<file path="src/rtl/usb_ep_pkg.sv">
// Shared types and control-word field positions for the endpoint control block.
// Assumes two directions: index 0 receive (OUT), index 1 transmit (IN).
package usb_ep_pkg;

    localparam int N_DIR     = 2;
    localparam int KIND_LSB  = 0;
    localparam int EN_OFS    = 2;
    localparam int STALL_OFS = 3;
    localparam int TRST_OFS  = 4;
    localparam int INH_OFS   = 5;

    typedef enum logic [1:0] {
        EP_CTRL = 2'd0,
        EP_ISO  = 2'd1,
        EP_BULK = 2'd2,
        EP_INTR = 2'd3
    } ep_kind_e;

    typedef enum logic [1:0] {
        RSP_ACCEPT = 2'd0,
        RSP_STALL  = 2'd1,
        RSP_DROP   = 2'd2,
        RSP_SILENT = 2'd3
    } ep_rsp_e;

    typedef struct packed {
        ep_kind_e kind;
        logic     en;
        logic     stall;
        logic     inh;
    } dir_cfg_t;

endpackage

</file>
<file path="src/rtl/usb_ep_cfg_reg.sv">
// Control word storage for both directions.
// Applies software writes and the SETUP-driven stall clear.
// Emits one-cycle toggle-reset pulses.
// Assumes setup_rcvd is a single-cycle pulse. Toggle inhibit exists only for receive.
module usb_ep_cfg_reg
    import usb_ep_pkg::*;
#(
    parameter int REG_W      = 16,
    parameter int DIR_STRIDE = 8
) (
    input  logic                    clk,
    input  logic                    rst_n,
    input  logic                    cfg_we,
    input  logic [REG_W-1:0]        cfg_wdata,
    input  logic                    setup_rcvd,
    input  logic                    setup_stat,
    output dir_cfg_t [N_DIR-1:0]    cfg_o,
    output logic     [N_DIR-1:0]    trst_o,
    output logic     [REG_W-1:0]    cfg_rdata
);

    dir_cfg_t [N_DIR-1:0] cfg_q;
    logic     [N_DIR-1:0] stall_force;
    logic                 unused_wdata;

    assign unused_wdata = ^cfg_wdata;

    // Decide per direction whether hardware must hold stall cleared, and form toggle-reset pulses.
    always_comb begin
        for (int d = 0; d < N_DIR; d++) begin
            stall_force[d] = (cfg_q[d].kind == EP_CTRL) && (setup_rcvd || setup_stat);
            trst_o[d]      = cfg_we && cfg_wdata[d*DIR_STRIDE + TRST_OFS];
        end
    end

    // Register update: the setup clear outranks a software stall write.
    always_ff @(posedge clk) begin
        if (!rst_n) begin
            cfg_q <= '0;
        end else begin
            for (int d = 0; d < N_DIR; d++) begin
                if (cfg_we) begin
                    cfg_q[d].kind <= ep_kind_e'(cfg_wdata[d*DIR_STRIDE + KIND_LSB +: 2]);
                    cfg_q[d].en   <= cfg_wdata[d*DIR_STRIDE + EN_OFS];
                    cfg_q[d].inh  <= (d == 0) ? cfg_wdata[d*DIR_STRIDE + INH_OFS] : 1'b0;
                end
                if (stall_force[d])
                    cfg_q[d].stall <= 1'b0;
                else if (cfg_we)
                    cfg_q[d].stall <= cfg_wdata[d*DIR_STRIDE + STALL_OFS];
            end
        end
    end

    // Readback: stored fields only, so toggle-reset positions read zero.
    always_comb begin
        cfg_rdata = '0;
        for (int d = 0; d < N_DIR; d++) begin
            cfg_rdata[d*DIR_STRIDE + KIND_LSB +: 2]  = cfg_q[d].kind;
            cfg_rdata[d*DIR_STRIDE + EN_OFS]         = cfg_q[d].en;
            cfg_rdata[d*DIR_STRIDE + STALL_OFS]      = cfg_q[d].stall;
            cfg_rdata[d*DIR_STRIDE + INH_OFS]        = cfg_q[d].inh;
        end
    end

    assign cfg_o = cfg_q;

    for (genvar g = 0; g < N_DIR; g++) begin : g_chk

        setup_clears_stall_chk: assert property (@(posedge clk) disable iff (!rst_n)
            (setup_rcvd && cfg_q[g].kind == EP_CTRL) |=> !cfg_q[g].stall);

        setup_hold_chk: assert property (@(posedge clk) disable iff (!rst_n)
            (setup_stat && cfg_q[g].kind == EP_CTRL) |=> !cfg_q[g].stall);

        bulk_stall_kept_chk: assert property (@(posedge clk) disable iff (!rst_n)
            (!cfg_we && cfg_q[g].kind != EP_CTRL && cfg_q[g].stall) |=> cfg_q[g].stall);
    end

endmodule

</file>
<file path="src/rtl/usb_ep_toggle.sv">
// Expected DATA0/DATA1 tracker for one direction.
// Assumes clr and adv are single-cycle strobes. When both arrive together, clr wins.
module usb_ep_toggle (
    input  logic clk,
    input  logic rst_n,
    input  logic clr,
    input  logic adv,
    output logic tgl
);

    // Toggle state: reset to DATA0 on clear, flip on an advance.
    always_ff @(posedge clk) begin
        if (!rst_n)
            tgl <= 1'b0;
        else if (clr)
            tgl <= 1'b0;
        else if (adv)
            tgl <= ~tgl;
    end


    tgl_clear_chk: assert property (@(posedge clk) disable iff (!rst_n)
        clr |=> !tgl);

    tgl_adv_chk: assert property (@(posedge clk) disable iff (!rst_n)
        (adv && !clr) |=> (tgl != $past(tgl)));

endmodule

</file>
<file path="src/rtl/usb_ep_resp.sv">
// Per-token response decision.
// Priority order: disabled, isochronous, stall, then toggle check.
// Produces a registered response and a combinational toggle-advance request.
// Assumes tok_pid is meaningful only for OUT tokens.
module usb_ep_resp
    import usb_ep_pkg::*;
(
    input  logic                 clk,
    input  logic                 rst_n,
    input  logic                 tok_valid,
    input  logic                 tok_dir,
    input  logic                 tok_pid,
    input  dir_cfg_t [N_DIR-1:0] cfg_i,
    input  logic     [N_DIR-1:0] tgl_i,
    output logic     [N_DIR-1:0] adv_o,
    output logic                 hs_valid,
    output ep_rsp_e              hs_code,
    output logic                 hs_pid
);

    dir_cfg_t sel;
    logic     exp_pid;
    ep_rsp_e  rsp;
    logic     adv_d;

    // Select the token direction's settings and rank the possible answers.
    always_comb begin
        sel     = cfg_i[tok_dir];
        exp_pid = tgl_i[tok_dir];
        adv_d   = 1'b0;
        if (!sel.en) begin
            rsp = RSP_SILENT;
        end else if (sel.kind == EP_ISO) begin
            rsp = RSP_ACCEPT;
        end else if (sel.stall) begin
            rsp = RSP_STALL;
        end else if (tok_dir) begin
            rsp   = RSP_ACCEPT;
            adv_d = 1'b1;
        end else if (sel.inh) begin
            rsp = RSP_ACCEPT;
        end else if (tok_pid == exp_pid) begin
            rsp   = RSP_ACCEPT;
            adv_d = 1'b1;
        end else begin
            rsp = RSP_DROP;
        end
    end

    // Route the advance request to the token's direction only.
    always_comb begin
        adv_o = '0;
        if (tok_valid && adv_d)
            adv_o[tok_dir] = 1'b1;
    end

    // Register the response one cycle after the token.
    always_ff @(posedge clk) begin
        if (!rst_n) begin
            hs_valid <= 1'b0;
            hs_code  <= RSP_ACCEPT;
            hs_pid   <= 1'b0;
        end else begin
            hs_valid <= tok_valid;
            hs_code  <= rsp;
            hs_pid   <= exp_pid;
        end
    end


    resp_follows_tok_chk: assert property (@(posedge clk) disable iff (!rst_n)
        hs_valid |-> $past(tok_valid));

    disabled_silent_chk: assert property (@(posedge clk) disable iff (!rst_n)
        (tok_valid && !cfg_i[tok_dir].en) |=> (hs_code == RSP_SILENT));

    iso_no_stall_chk: assert property (@(posedge clk) disable iff (!rst_n)
        (tok_valid && cfg_i[tok_dir].en && cfg_i[tok_dir].kind == EP_ISO) |=> (hs_code == RSP_ACCEPT));

    stall_answer_chk: assert property (@(posedge clk) disable iff (!rst_n)
        (tok_valid && cfg_i[tok_dir].en && cfg_i[tok_dir].kind != EP_ISO && cfg_i[tok_dir].stall)
        |=> (hs_code == RSP_STALL));

endmodule

</file>
<file path="src/rtl/usb_ep_ctrl.sv">
// Top level: one USB device endpoint's control word, DATA0/DATA1 trackers and response logic.
// Assumes a single clock domain with tokens presented as one-cycle strobes.
module usb_ep_ctrl
    import usb_ep_pkg::*;
#(
    parameter int REG_W      = 16,
    parameter int DIR_STRIDE = 8
) (
    input  logic             clk,
    input  logic             rst_n,
    input  logic             cfg_we,
    input  logic [REG_W-1:0] cfg_wdata,
    output logic [REG_W-1:0] cfg_rdata,
    input  logic             setup_rcvd,
    input  logic             setup_stat,
    input  logic             tok_valid,
    input  logic             tok_dir,
    input  logic             tok_pid,
    output logic             hs_valid,
    output logic [1:0]       hs_code,
    output logic             hs_pid,
    output logic             rx_tgl,
    output logic             tx_tgl
);

    dir_cfg_t [N_DIR-1:0] cfg;
    logic     [N_DIR-1:0] trst;
    logic     [N_DIR-1:0] adv;
    logic     [N_DIR-1:0] tgl;
    ep_rsp_e              code;

    usb_ep_cfg_reg #(.REG_W(REG_W), .DIR_STRIDE(DIR_STRIDE)) u_cfg (
        .clk        (clk),
        .rst_n      (rst_n),
        .cfg_we     (cfg_we),
        .cfg_wdata  (cfg_wdata),
        .setup_rcvd (setup_rcvd),
        .setup_stat (setup_stat),
        .cfg_o      (cfg),
        .trst_o     (trst),
        .cfg_rdata  (cfg_rdata)
    );

    for (genvar d = 0; d < N_DIR; d++) begin : g_tgl
        usb_ep_toggle u_tgl (
            .clk   (clk),
            .rst_n (rst_n),
            .clr   (trst[d]),
            .adv   (adv[d]),
            .tgl   (tgl[d])
        );
    end

    usb_ep_resp u_resp (
        .clk       (clk),
        .rst_n     (rst_n),
        .tok_valid (tok_valid),
        .tok_dir   (tok_dir),
        .tok_pid   (tok_pid),
        .cfg_i     (cfg),
        .tgl_i     (tgl),
        .adv_o     (adv),
        .hs_valid  (hs_valid),
        .hs_code   (code),
        .hs_pid    (hs_pid)
    );

    assign hs_code = code;
    assign rx_tgl  = tgl[0];
    assign tx_tgl  = tgl[1];

endmodule

</file>
<file path="config.mk">
export PLATFORM = sky130hd
export DESIGN_NAME = usb_ep_ctrl
export DESIGN_NICKNAME = d
export VERILOG_FILES = /design/src/rtl/usb_ep_pkg.sv /design/src/rtl/usb_ep_cfg_reg.sv /design/src/rtl/usb_ep_toggle.sv /design/src/rtl/usb_ep_resp.sv /design/src/rtl/usb_ep_ctrl.sv
export SDC_FILE = /design/constraint.sdc
export NUM_CORES = 1
export LEC_CHECK = 0
export BUFFER_PORTS_ARGS = -buffer_cell sky130_fd_sc_hd__buf_2
export CAP_MARGIN = 30
export CORE_MARGIN = 5
export CORE_UTILIZATION = 43
export DETAILED_ROUTE_END_ITERATION = 10
export PLACE_DENSITY = 0.8
export RECOVER_POWER = 50
export SLEW_MARGIN = 20
export SYNTH_ARGS = -nofsm -noshare
export SYNTH_HDL_FRONTEND = slang
export SYNTH_SLANG_ARGS = --single-unit
</file>
<file path="constraint.sdc">
create_clock -name clk -period 2.4 [get_ports clk]
set_input_delay 0.12 -clock clk [delete_from_list [all_inputs] [get_ports clk]]
set_output_delay 0.12 -clock clk [all_outputs]
set_load 0.03 [all_outputs]
</file>
Yosys cells after proc, flatten, opt, wreduce, memory -nomap -nowiden

Cells that the tools add are included.

$lt $le $gt $ge: 2
Equal/unequal tests: 2
Muxes and demuxes: 19
Bitwise gates (word level): 3
Reduce and logical (&&, ||, !) cells: 13

Operators by type and width:

| kind               | count |
|---|---|
| $mux 2             | 7 |
| $mux 5             | 2 |
| $mux 1             | 9 |
| $reduce_or 2->1    | 4 |
| $logic_and 1x1->1  | 6 |
| $logic_not 2->1    | 2 |
| $not 1->1          | 3 |
| $eq 2x1->1 const B | 1 |
| $lt 1x2->1 const B | 1 |
| $demux 1 s1        | 1 |
| $eq 1x1->1         | 1 |
| $ge 1x1->1 const B | 1 |
| $logic_or 1x1->1   | 1 |

Flip-flop bits (word level): 15
Input bits: 24
Output and inout bits: 22

Longest topological paths before layout

Gate-level depths: netlist (run 1).

Depth after elaboration: 11
Depth in mapped cells: 4

Hierarchy

From an unflattened synthesis (run 1), not the netlist that was laid out.

Cell total of the unflattened synthesis: 78
Area, all modules: 782.0 um2

Modules (own cells, without submodules):

| module         | instances | cells each | area each (um2) |
|---|---|---|---|
| usb_ep_cfg_reg | 1         | 49         | 501.7 |
| usb_ep_resp    | 1         | 23         | 197.7 |
| usb_ep_toggle  | 2         | 3          | 41.3 |

Worst setup path before layout (run 1)

Ideal clock, no wire load.

Path type: register -> register
From: register u_cfg.cfg_q (netlist bit u_cfg.cfg_o[9])
To: register g_tgl[1].u_tgl.tgl
Setup time: 116 ps
Arrival time: 1202 ps
Data required time: 2284 ps
Setup slack: 1082 ps
Stages on the path, launching flop included: 5
Buffers on the path: 0
Cells stage by stage: dfxtp_1 inv_1 a2111oi_4 xor2_1 and3_1

Longest elaborated chain between the ends: 7

RTL lines:

| item                                       | line                 | RTL |
|---|---|---|
| start, declared                            | usb_ep_cfg_reg.sv:22 | `dir_cfg_t [N_DIR-1:0] cfg_q;` |
| $mux 5 (implied by the code) (2 in series) | usb_ep_resp.sv:28    | `sel = cfg_i[tok_dir];` |
| $eq 2x1->1                                 | usb_ep_resp.sv:33    | `end else if (sel.kind == EP_ISO) begin` |
| $mux 1                                     | usb_ep_resp.sv:33    |  |
| $mux 1                                     | usb_ep_resp.sv:31    | `if (!sel.en) begin` |
| $logic_and 1x1->1                          | usb_ep_resp.sv:53    | `if (tok_valid && adv_d)` |
| $mux 2                                     | usb_ep_resp.sv:53    |  |
| end signal, assigned                       | usb_ep_toggle.sv:18  | `tgl <= ~tgl;` |
| end, declared                              | usb_ep_toggle.sv:8   | `output logic tgl` |

No other way between the ends. The select of a mux whose other input is x is not followed.
A chain may end at the register's enable or synchronous reset.

Worst setup path in the final report (run 1)

From: register u_cfg.cfg_q (netlist bit u_cfg.cfg_o[7])
To: register g_tgl[1].u_tgl.tgl

Longest elaborated chain between the ends: 5

RTL lines:

| item                                       | line |
|---|---|
| $mux 5 (implied by the code) (2 in series) | usb_ep_resp.sv:28 |
| $mux 1                                     | usb_ep_resp.sv:31 |
| $logic_and 1x1->1                          | usb_ep_resp.sv:53 |
| $mux 2                                     | usb_ep_resp.sv:53 |

No other way between the ends. The select of a mux whose other input is x is not followed.

==> results.sh, run 1 <==
export IMPL_cts_max_path_buffers=2
export IMPL_final_common_cell="buf_2"
export IMPL_grt_overflow=0
export IMPL_multi_input_area_um2=356.6
export IMPL_dp_hpwl_mm=1.163
export IMPL_ff2ff_path_depth=4
export IMPL_yosysWarnings=0
export IMPL_power_density_nw_per_um2=601.9
export IMPL_grt_pass1_vias=596
export IMPL_max_slew_margin_pct=62.54
export IMPL_antenna_found_initial=0
export IMPL_fin_crit_ns=1.154
export IMPL_grt_max_degree=17
export IMPL_cts_setup_buffers=0
export IMPL_yosysSeqAreaShare_pct=42.70
export IMPL_status="completed"
export IMPL_gp_congestion=0.6745
export IMPL_postRouteAntennaNets=0
export IMPL_post_route_period_util_pct=48.08
export IMPL_synth_area_leader_cell="dfxtp_1"
export IMPL_syn_area_per_cell_um2=10.05
export IMPL_drtPass1Iterations=2
export IMPL_routed_wl_mm=1.544
export IMPL_drt_iter0_drc=10
export IMPL_row_count=14
export IMPL_finalMaxSlewViolations=0
export IMPL_clk_latency_ns=0.28
export IMPL_synth_distinct_cells=26
export IMPL_synth_top_area_share_pct=42.70
export IMPL_peakVddDrop_mv=0.3006
export IMPL_reg2reg_slack_ns=1.25
export IMPL_cp_data_arrival_time_ns=1.39
export IMPL_drc=0
export IMPL_path_class="reg2reg"
export IMPL_hold_viol=0
export IMPL_r2r_start="u_cfg.cfg_o[7]"
export IMPL_clk_pin_slew_ns=0.09
export IMPL_fin_area_um2=869.6
export IMPL_seqCellArea_um2=300.3
export IMPL_cts_tree="yes"
export IMPL_viasPerCell=4.925
export IMPL_cts_root_buf="clkbuf_4"
export IMPL_postCtsHoldBufs=0
export IMPL_ys_seq_elements=15
export IMPL_n_fill_cell=148
export IMPL_cp_max_fo=4
export IMPL_syn2layout_area_growth_pct=23.67
export IMPL_fmax_ghz=0.8665
export IMPL_worst_ep_required_time_ns=2.63
export IMPL_place_area_um2=849.6
export IMPL_cap_violations=0
export IMPL_cp_start_kind="flop"
export IMPL_tns_ns=0
export IMPL_worstHoldPathType="in2reg"
export IMPL_setup_violations=0
export IMPL_num_io_pins=46
export IMPL_endpoint="g_tgl[1].u_tgl.tgl"
export IMPL_final_cell_mix="buf_2 (28), dfxtp_1 (15), nor2b_1 (9), mux2i_1 (8), conb_1 (7)"
export IMPL_cts_resized_gates=0
export IMPL_start_util_pct=46.14
export IMPL_cts_buffers=3
export IMPL_reg2reg_to="g_tgl[1].u_tgl.tgl"
export IMPL_vias=591
export IMPL_core_area_um2=1524
export IMPL_io_buffers=33
export IMPL_syn_area_um2=703.2
export IMPL_hold_path_cell_count=2
export IMPL_track_usage_pct=12.54
export IMPL_layout_drive_gt1_share_pct=32.69
export IMPL_worstSetupEndpointType="flop"
export IMPL_wl_per_cell_um=12.87
export IMPL_die_x_um=50.44
export IMPL_max_slew_worst_pin_slew_ns=0.5619
export IMPL_synthCells=70
export IMPL_grt_pass1_wl_mm=2.511
export IMPL_htree_levels=1
export IMPL_final_nets=129
export IMPL_synth_area_leaders="dfxtp_1 (43%), mux2i_1 (11%), nor2b_1 (8.0%)"
export IMPL_power_leakage_nw=0.4377
export IMPL_diodes=0
export IMPL_critPathLaunch="u_cfg.cfg_o[7]"
export IMPL_cts_sinks=15
export IMPL_floorplan_die_area_um2=2544
export IMPL_die_h_um=50.44
export IMPL_clock_skew_ns=0.003713
export IMPL_rsz0062_at_grt="false"
==> final cells by class <==
| cell class | count | share of cell area (%) |
|---|---|---|
| sequential | 15 | 34.53 |
| clock buffer | 4 | 3.022 |
| inverter | 2 | 0.8633 |
| timing repair buffer | 33 | 18.27 |
| tap | 16 | 2.302 |
| multi-input combinational | 50 | 41.01 |
==> registers in the layout (all words and copies together) (netlist names) <==
signal	flops
g_tgl.u_tgl.tgl	2
u_cfg.cfg_o	9
u_resp.hs_code	2
u_resp.hs_pid	1
u_resp.hs_valid	1
==> how the worst min path moves through the flow <==
stage | startpoint | endpoint | slack [ns]
2_1_floorplan | tok_pid | g_tgl[0].u_tgl.tgl | 0.22
3_3_place_gp | tok_pid | g_tgl[0].u_tgl.tgl | 0.34
3_5_place_dp | tok_pid | g_tgl[0].u_tgl.tgl | 0.34
4_1_cts | tok_pid | g_tgl[0].u_tgl.tgl | 0.04
5_1_grt | tok_pid | g_tgl[0].u_tgl.tgl | 0.04
6_report | tok_pid | g_tgl[0].u_tgl.tgl | 0.04
==> metal layers <==
metal | global-route usage [%] | vias up | share of wire (%)
li1 | - | 296 | -
met1 | 13.72 | 271 | 39
met2 | 22.11 | 24 | 52
met3 | 3.846 | 0 | 9.7
met4 | 5.106 | 0 | 0
met5 | 0 | - | 0
==> kinds of logic (layout without fill, tap and decap cells) <==
logic type                count (synthesis)  count (layout)  share of synthesized area (%)
muxes                                    10              10                          14.59
buffers and inverters                    11              39                          9.786
xor gates and xnor gates                  2               2                          2.492
and+or+nand+nor                          22              22                          17.61
DFF                                      15              15                          42.70
AOI/OAI and AO/OA                         9               9                          12.28
other                                     1               7                         0.5333
==> Yosys cell counts <==
| library cell | n |
|---|---|
| xnor2_1 | 1 |
| a32oi_1 | 1 |
| and2_1 | 1 |
| nand2b_1 | 2 |
| mux2i_1 | 8 |
| and3_1 | 1 |
| nor3_1 | 1 |
| conb_1 | 1 |
| nand4_1 | 2 |
| nor2b_1 | 9 |
| buf_4 | 7 |
| xor2_1 | 1 |
| nand2_1 | 4 |
| buf_2 | 1 |
| mux2_2 | 1 |
| o31ai_1 | 1 |
| clkbuf_1 | 1 |
| o21a_1 | 1 |
| nor2_1 | 1 |
| a21oi_1 | 3 |
| inv_1 | 2 |
| dfxtp_1 | 15 |
| nand2_2 | 1 |
| a2111oi_4 | 1 |
| o311a_1 | 2 |
| mux2_1 | 1 |
==> per-stage QoR <==
step           utilization, %  setup WS [ns]  power (mW)  hold WS, ns  cells
2_1_floorplan               -          1.082      0.3587       0.2225     76
3_3_place_gp            55.75          1.288      0.3826       0.3371    116
3_5_place_dp            55.75          1.262      0.3848       0.3420    116
4_1_cts                 57.47          1.246      0.5259      0.04153    120
5_1_grt                 57.06          1.168      0.5449      0.04241    120
6_report                57.06          1.246      0.5234      0.04111    120
==> power by group <==
group          switching (mW)  internal (mW)  total, mW
clock                  0.0802         0.0646      0.145
sequential             0.0109          0.261      0.272
combinational          0.0697         0.0367      0.106
==> critical path, cell delays in order, from the launching register on <==
cell and delay (ns):
dfxtp_1 0.41, nand2_2 0.10, a2111oi_4 0.29, xor2_1 0.16
and3_1 0.15
No activity file was read; power rests on OpenSTA's default activity.
==> run 2, diff against run 1 <==
--- a/config.mk
+++ b/config.mk
@@ -8,9 +8,9 @@
 export BUFFER_PORTS_ARGS = -buffer_cell sky130_fd_sc_hd__buf_2
 export CAP_MARGIN = 30
 export CORE_MARGIN = 5
-export CORE_UTILIZATION = 43
+export CORE_UTILIZATION = 40
 export DETAILED_ROUTE_END_ITERATION = 10
-export PLACE_DENSITY = 0.8
+export PLACE_DENSITY = 0.75
 export RECOVER_POWER = 50
 export SLEW_MARGIN = 20
 export SYNTH_ARGS = -nofsm -noshare
==> constraint.sdc (replaced) <==
create_clock -name clk -period 1.19 [get_ports clk]
set_input_delay 0.0595 -clock clk [delete_from_list [all_inputs] [get_ports clk]]
set_output_delay 0.0595 -clock clk [all_outputs]
set_load 0.03 [all_outputs]
==> results.sh, run 2 (synthesis gave the netlist of run 1 again) <==
export IMPL_status="completed"
export IMPL_seqCellArea_um2=302.8
export IMPL_cp_data_arrival_time_ns=1.31
export IMPL_largest_register_ffs=9
export IMPL_hold_path_cell_count=2
export IMPL_num_io_pins=46
export IMPL_final_common_cell="buf_2"
export IMPL_cap_violations=0
export IMPL_worst_hold_startpoint="tok_valid"
export IMPL_drc=0
export IMPL_cts_root_buf="clkbuf_4"
export IMPL_setup_ws_ns=0.09579
export IMPL_cp_max_fo=4
export IMPL_peakVddDrop_mv=0.6148
export IMPL_die_h_um=51.93
export IMPL_htree_levels=1
export IMPL_r2r_start="u_cfg.cfg_o[9]"
export IMPL_io_buffers=33
export IMPL_cts_tree="yes"
export IMPL_final_nets=132
export IMPL_max_slew_worst_pin_slew_ns=0.5572
export IMPL_power_density_nw_per_um2=1155
export IMPL_worstHoldPathType="in2reg"
export IMPL_cts_max_path_buffers=2
export IMPL_clk_latency_ns=0.27
export IMPL_place_area_um2=878.3
export IMPL_wl_per_cell_um=11.55
export IMPL_worst_ep_required_time_ns=1.41
export IMPL_diodes=0
export IMPL_clk_pin_slew_ns=0.09
export IMPL_pre_cts_slack_ns=0.1112
export IMPL_postRouteAntennaNets=0
export IMPL_setup_violations=0
export IMPL_totalPowerFinal_mw=1.055
export IMPL_path_class="reg2reg"
export IMPL_hold_worst_slack_ns=0.03398
export IMPL_die_x_um=51.93
export IMPL_power_leakage_nw=0.4528
export IMPL_layout_drive_gt1_share_pct=37.38
export IMPL_gp_congestion=0.7394
export IMPL_antenna_found_initial=0
export IMPL_tns_ns=0
export IMPL_dp_hpwl_mm=1.229
export IMPL_drt_iter0_drc=11
export IMPL_hold_viol=0
export IMPL_grt_max_degree=17
export IMPL_cts_buffers=3
export IMPL_multi_input_area_um2=360.3
export IMPL_fin_crit_ns=1.094
export IMPL_clock_skew_ns=0.003326
export IMPL_viasPerCell=4.470
export IMPL_track_usage_pct=12.72
export IMPL_fin_util_pct=53.48
export IMPL_placed_cells=127
export IMPL_cp_start_kind="flop"
export IMPL_grt_overflow=0
export IMPL_routed_wl_mm=1.524
export IMPL_rsz0062_at_grt="false"
export IMPL_worstSetupEndpointType="flop"
export IMPL_ff2ff_path_depth=4
export IMPL_grt_pass1_wl_mm=2.553
export IMPL_instances_no_fill=132
export IMPL_critPathLaunch="u_cfg.cfg_o[9]"
export IMPL_core_area_um2=1708
export IMPL_fmax_ghz=0.9139
export IMPL_floorplan_die_area_um2=2696
export IMPL_start_util_pct=41.17
export IMPL_reg2reg_slack_ns=0.1
export IMPL_post_route_period_util_pct=91.95
export IMPL_cts_sinks=15
export IMPL_hold_end="u_resp.hs_valid"
export IMPL_syn2layout_area_growth_pct=29.89
export IMPL_drtPass1Iterations=4
export IMPL_row_count=15
export IMPL_fin_area_um2=913.4
export IMPL_finalMaxSlewViolations=0
export IMPL_n_fill_cell=164
export IMPL_vias=590
export IMPL_reg2reg_to="g_tgl[1].u_tgl.tgl"
export IMPL_grt_pass1_vias=593
export IMPL_max_slew_margin_pct=62.86
export IMPL_final_cell_mix="buf_2 (28), dfxtp_1 (13), nor2b_1 (9), mux2i_1 (7), conb_1 (7)"
==> run 2: cell count changes in the layout (fill, tap and decap cells not counted), sizes merged <==
cell and change:
buf +2, clkbuf -1, clkinv +1, dlygate4sd3 +1
==> run 2: final cells by class <==
type / count / area share (%)
timing repair buffer: 36 / 20.14
clock inverter: 1 / 0.5479
inverter: 2 / 0.8219
tap: 25 / 3.425
multi-input combinational: 50 / 39.45
clock buffer: 3 / 2.466
sequential: 15 / 33.15
==> run 2: worst max path at each step <==
stage | end | cells after the start
after floorplan | g_tgl[1].u_tgl.tgl | 3
after global placement | g_tgl[1].u_tgl.tgl | 4
after detailed placement | g_tgl[1].u_tgl.tgl | 4
after CTS | g_tgl[1].u_tgl.tgl | 4
after global routing | g_tgl[1].u_tgl.tgl | 4
final | g_tgl[1].u_tgl.tgl | 4
==> run 2: power by group <==
group | internal, mW | switching (mW) | total, mW
combinational | 0.0812 | 0.144 | 0.225
sequential | 0.528 | 0.0197 | 0.548
clock | 0.124 | 0.158 | 0.282
==> run 2: critical path, stage by stage (launching register included) <==
cell	delay, ns
dfxtp_2	0.36
inv_1	0.08
a2111oi_4	0.30
xor2_1	0.15
and3_1	0.15
==> run 2: timing repair <==
action | 4_1_cts | 5_1_grt
resized for setup | 0 | 1
setup buffers | 0 | 0
setup endpoints to repair | 0 | 1
hold buffers | 1 | 0
hold endpoints to repair | 1 | 0
==> run 2: layer usage <==
layer / vias to the layer above / global-route usage (%) / wire length (um)
met5: - / 0 / 0
met4: 0 / 5.240 / 19
met3: 2 / 4.298 / 162
met2: 27 / 20.29 / 692
met1: 262 / 15.47 / 651
li1: 299 / - / -
==> run 3, diff against run 2 <==
--- a/config.mk
+++ b/config.mk
@@ -12,7 +12,9 @@
 export DETAILED_ROUTE_END_ITERATION = 10
 export PLACE_DENSITY = 0.75
 export RECOVER_POWER = 50
+export REMOVE_ABC_BUFFERS = 1
 export SLEW_MARGIN = 20
 export SYNTH_ARGS = -nofsm -noshare
 export SYNTH_HDL_FRONTEND = slang
 export SYNTH_SLANG_ARGS = --single-unit
+export TNS_END_PERCENT = 30
==> results.sh, run 3 (synthesis gave the netlist of run 1 again) <==
export IMPL_placed_cells=128
export IMPL_setup_violations=0
export IMPL_reg2reg_to="g_tgl[1].u_tgl.tgl"
export IMPL_instances_no_fill=133
export IMPL_hold_viol=0
export IMPL_postRouteAntennaNets=0
export IMPL_worstHoldPathType="in2reg"
export IMPL_clock_skew_ns=0.001828
export IMPL_rsz0062_at_grt="true"
export IMPL_worstSetupEndpointType="output port"
export IMPL_gp_congestion=0.7248
export IMPL_io_buffers=33
export IMPL_hold_path_cell_count=2
export IMPL_drt_iter0_drc=7
export IMPL_ff2ff_path_depth=4
export IMPL_place_area_um2=883.3
export IMPL_cts_tree="yes"
export IMPL_die_h_um=51.93
export IMPL_worst_hold_startpoint="tok_valid"
export IMPL_layout_drive_gt1_share_pct=35.19
export IMPL_cp_start_kind="flop"
export IMPL_r2r_start="u_cfg.cfg_o[9]"
export IMPL_drc=0
export IMPL_vias=605
export IMPL_num_io_pins=46
export IMPL_finalMaxSlewViolations=0
export IMPL_peakVddDrop_mv=0.6625
export IMPL_floorplan_die_area_um2=2696
export IMPL_grt_pass1_wl_mm=2.456
export IMPL_hold_end="u_resp.hs_valid"
export IMPL_viasPerCell=4.549
export IMPL_status="completed"
export IMPL_diodes=0
export IMPL_cts_sinks=15
export IMPL_antenna_found_initial=0
export IMPL_fin_area_um2=913.4
export IMPL_power_density_nw_per_um2=1153
export IMPL_cts_root_buf="clkbuf_4"
export IMPL_die_x_um=51.93
export IMPL_syn2layout_area_growth_pct=29.89
export IMPL_grt_pass1_vias=584
export IMPL_cp_max_fo=4
export IMPL_htree_levels=1
export IMPL_grt_max_degree=17
export IMPL_row_count=15
export IMPL_drtPass1Iterations=3
export IMPL_wl_per_cell_um=11.44
export IMPL_largest_register_ffs=9
export IMPL_cts_buffers=3
export IMPL_start_util_pct=41.17
export IMPL_final_common_cell="buf_2"
export IMPL_core_area_um2=1708
export IMPL_final_cell_mix="buf_2 (29), dfxtp_1 (14), nor2b_1 (9), mux2i_1 (8)"
export IMPL_fmax_ghz=0.8750
export IMPL_post_route_period_util_pct=96.04
export IMPL_cts_max_path_buffers=2
export IMPL_routed_wl_mm=1.522
export IMPL_dp_hpwl_mm=1.230
export IMPL_power_leakage_nw=0.4546
export IMPL_cp_data_arrival_time_ns=1.08
export IMPL_path_class="reg2out"
export IMPL_fin_crit_ns=1.143
export IMPL_clk_latency_ns=0.28
export IMPL_clk_pin_slew_ns=0.08
export IMPL_reg2reg_slack_ns=0.09
export IMPL_cap_violations=0
export IMPL_worst_ep_required_time_ns=1.13
export IMPL_track_usage_pct=12.34
export IMPL_final_nets=133
export IMPL_grt_overflow=0
## run 3: power by group
group	switching (mW)	internal [mW]	total, mW
sequential	0.0187	0.527	0.546
clock	0.150	0.130	0.280
combinational	0.146	0.0809	0.227
## run 3: worst max path at each step
stage                     slack (ns)      startpoint                  to
final                           0.05  u_cfg.cfg_o[8]        cfg_rdata[8]
after global routing          -0.008  u_cfg.cfg_o[9]  g_tgl[1].u_tgl.tgl
after CTS                       0.04  u_cfg.cfg_o[9]  g_tgl[1].u_tgl.tgl
after detailed placement        0.06  u_cfg.cfg_o[9]  g_tgl[1].u_tgl.tgl
after global placement          0.08  u_cfg.cfg_o[9]  g_tgl[1].u_tgl.tgl
after floorplan                -0.13  u_cfg.cfg_o[9]  g_tgl[1].u_tgl.tgl
## run 3: area by class of cell
type / instances / area, um^2
Multi-Input combinational cell: 50 / 361.6
Timing Repair Buffer: 37 / 185.2
Fill cell: 166 / 794.5
Tap cell: 25 / 31.28
Clock buffer: 4 / 26.28
Inverter: 2 / 7.507
Sequential cell: 15 / 301.5
## run 3: worst max-delay path: stages (launching register included)
cell,delay [ns]
dfxtp_1,0.39
clkbuf_1,0.19
buf_2,0.23
## run 3: through the flow
stage	hold WS [ns]	setup slack (ns)	TNS [ns]	total power, mW	util, %
after floorplan	0.1620	-0.1280	-0.1280	0.6960	-
after global placement	0.2806	0.08371	0	0.7816	51.72
after detailed placement	0.2789	0.05546	0	0.7861	51.72
after CTS	0.01722	0.03644	0	1.072	53.85
after global routing	0.02204	-0.007617	-0.007617	1.115	53.48
final	0.02286	0.04711	0	1.053	53.48
## run 3: repair_timing
| item | in CTS | in global routing |
|---|---|---|
| hold buffers | 1 | 0 |
| setup endpoints to repair | 0 | 2 |
| gates resized for setup | 0 | 2 |
| hold endpoints to repair | 1 | 0 |
| buffers inserted | 0 | 0 |
## run 3: per-layer routing
layer	share of wire, %	GRT usage (%)
met1	42	13.64
met2	46	19.87
met3	11	5.158
met4	1.1	6.550
met5	0	0
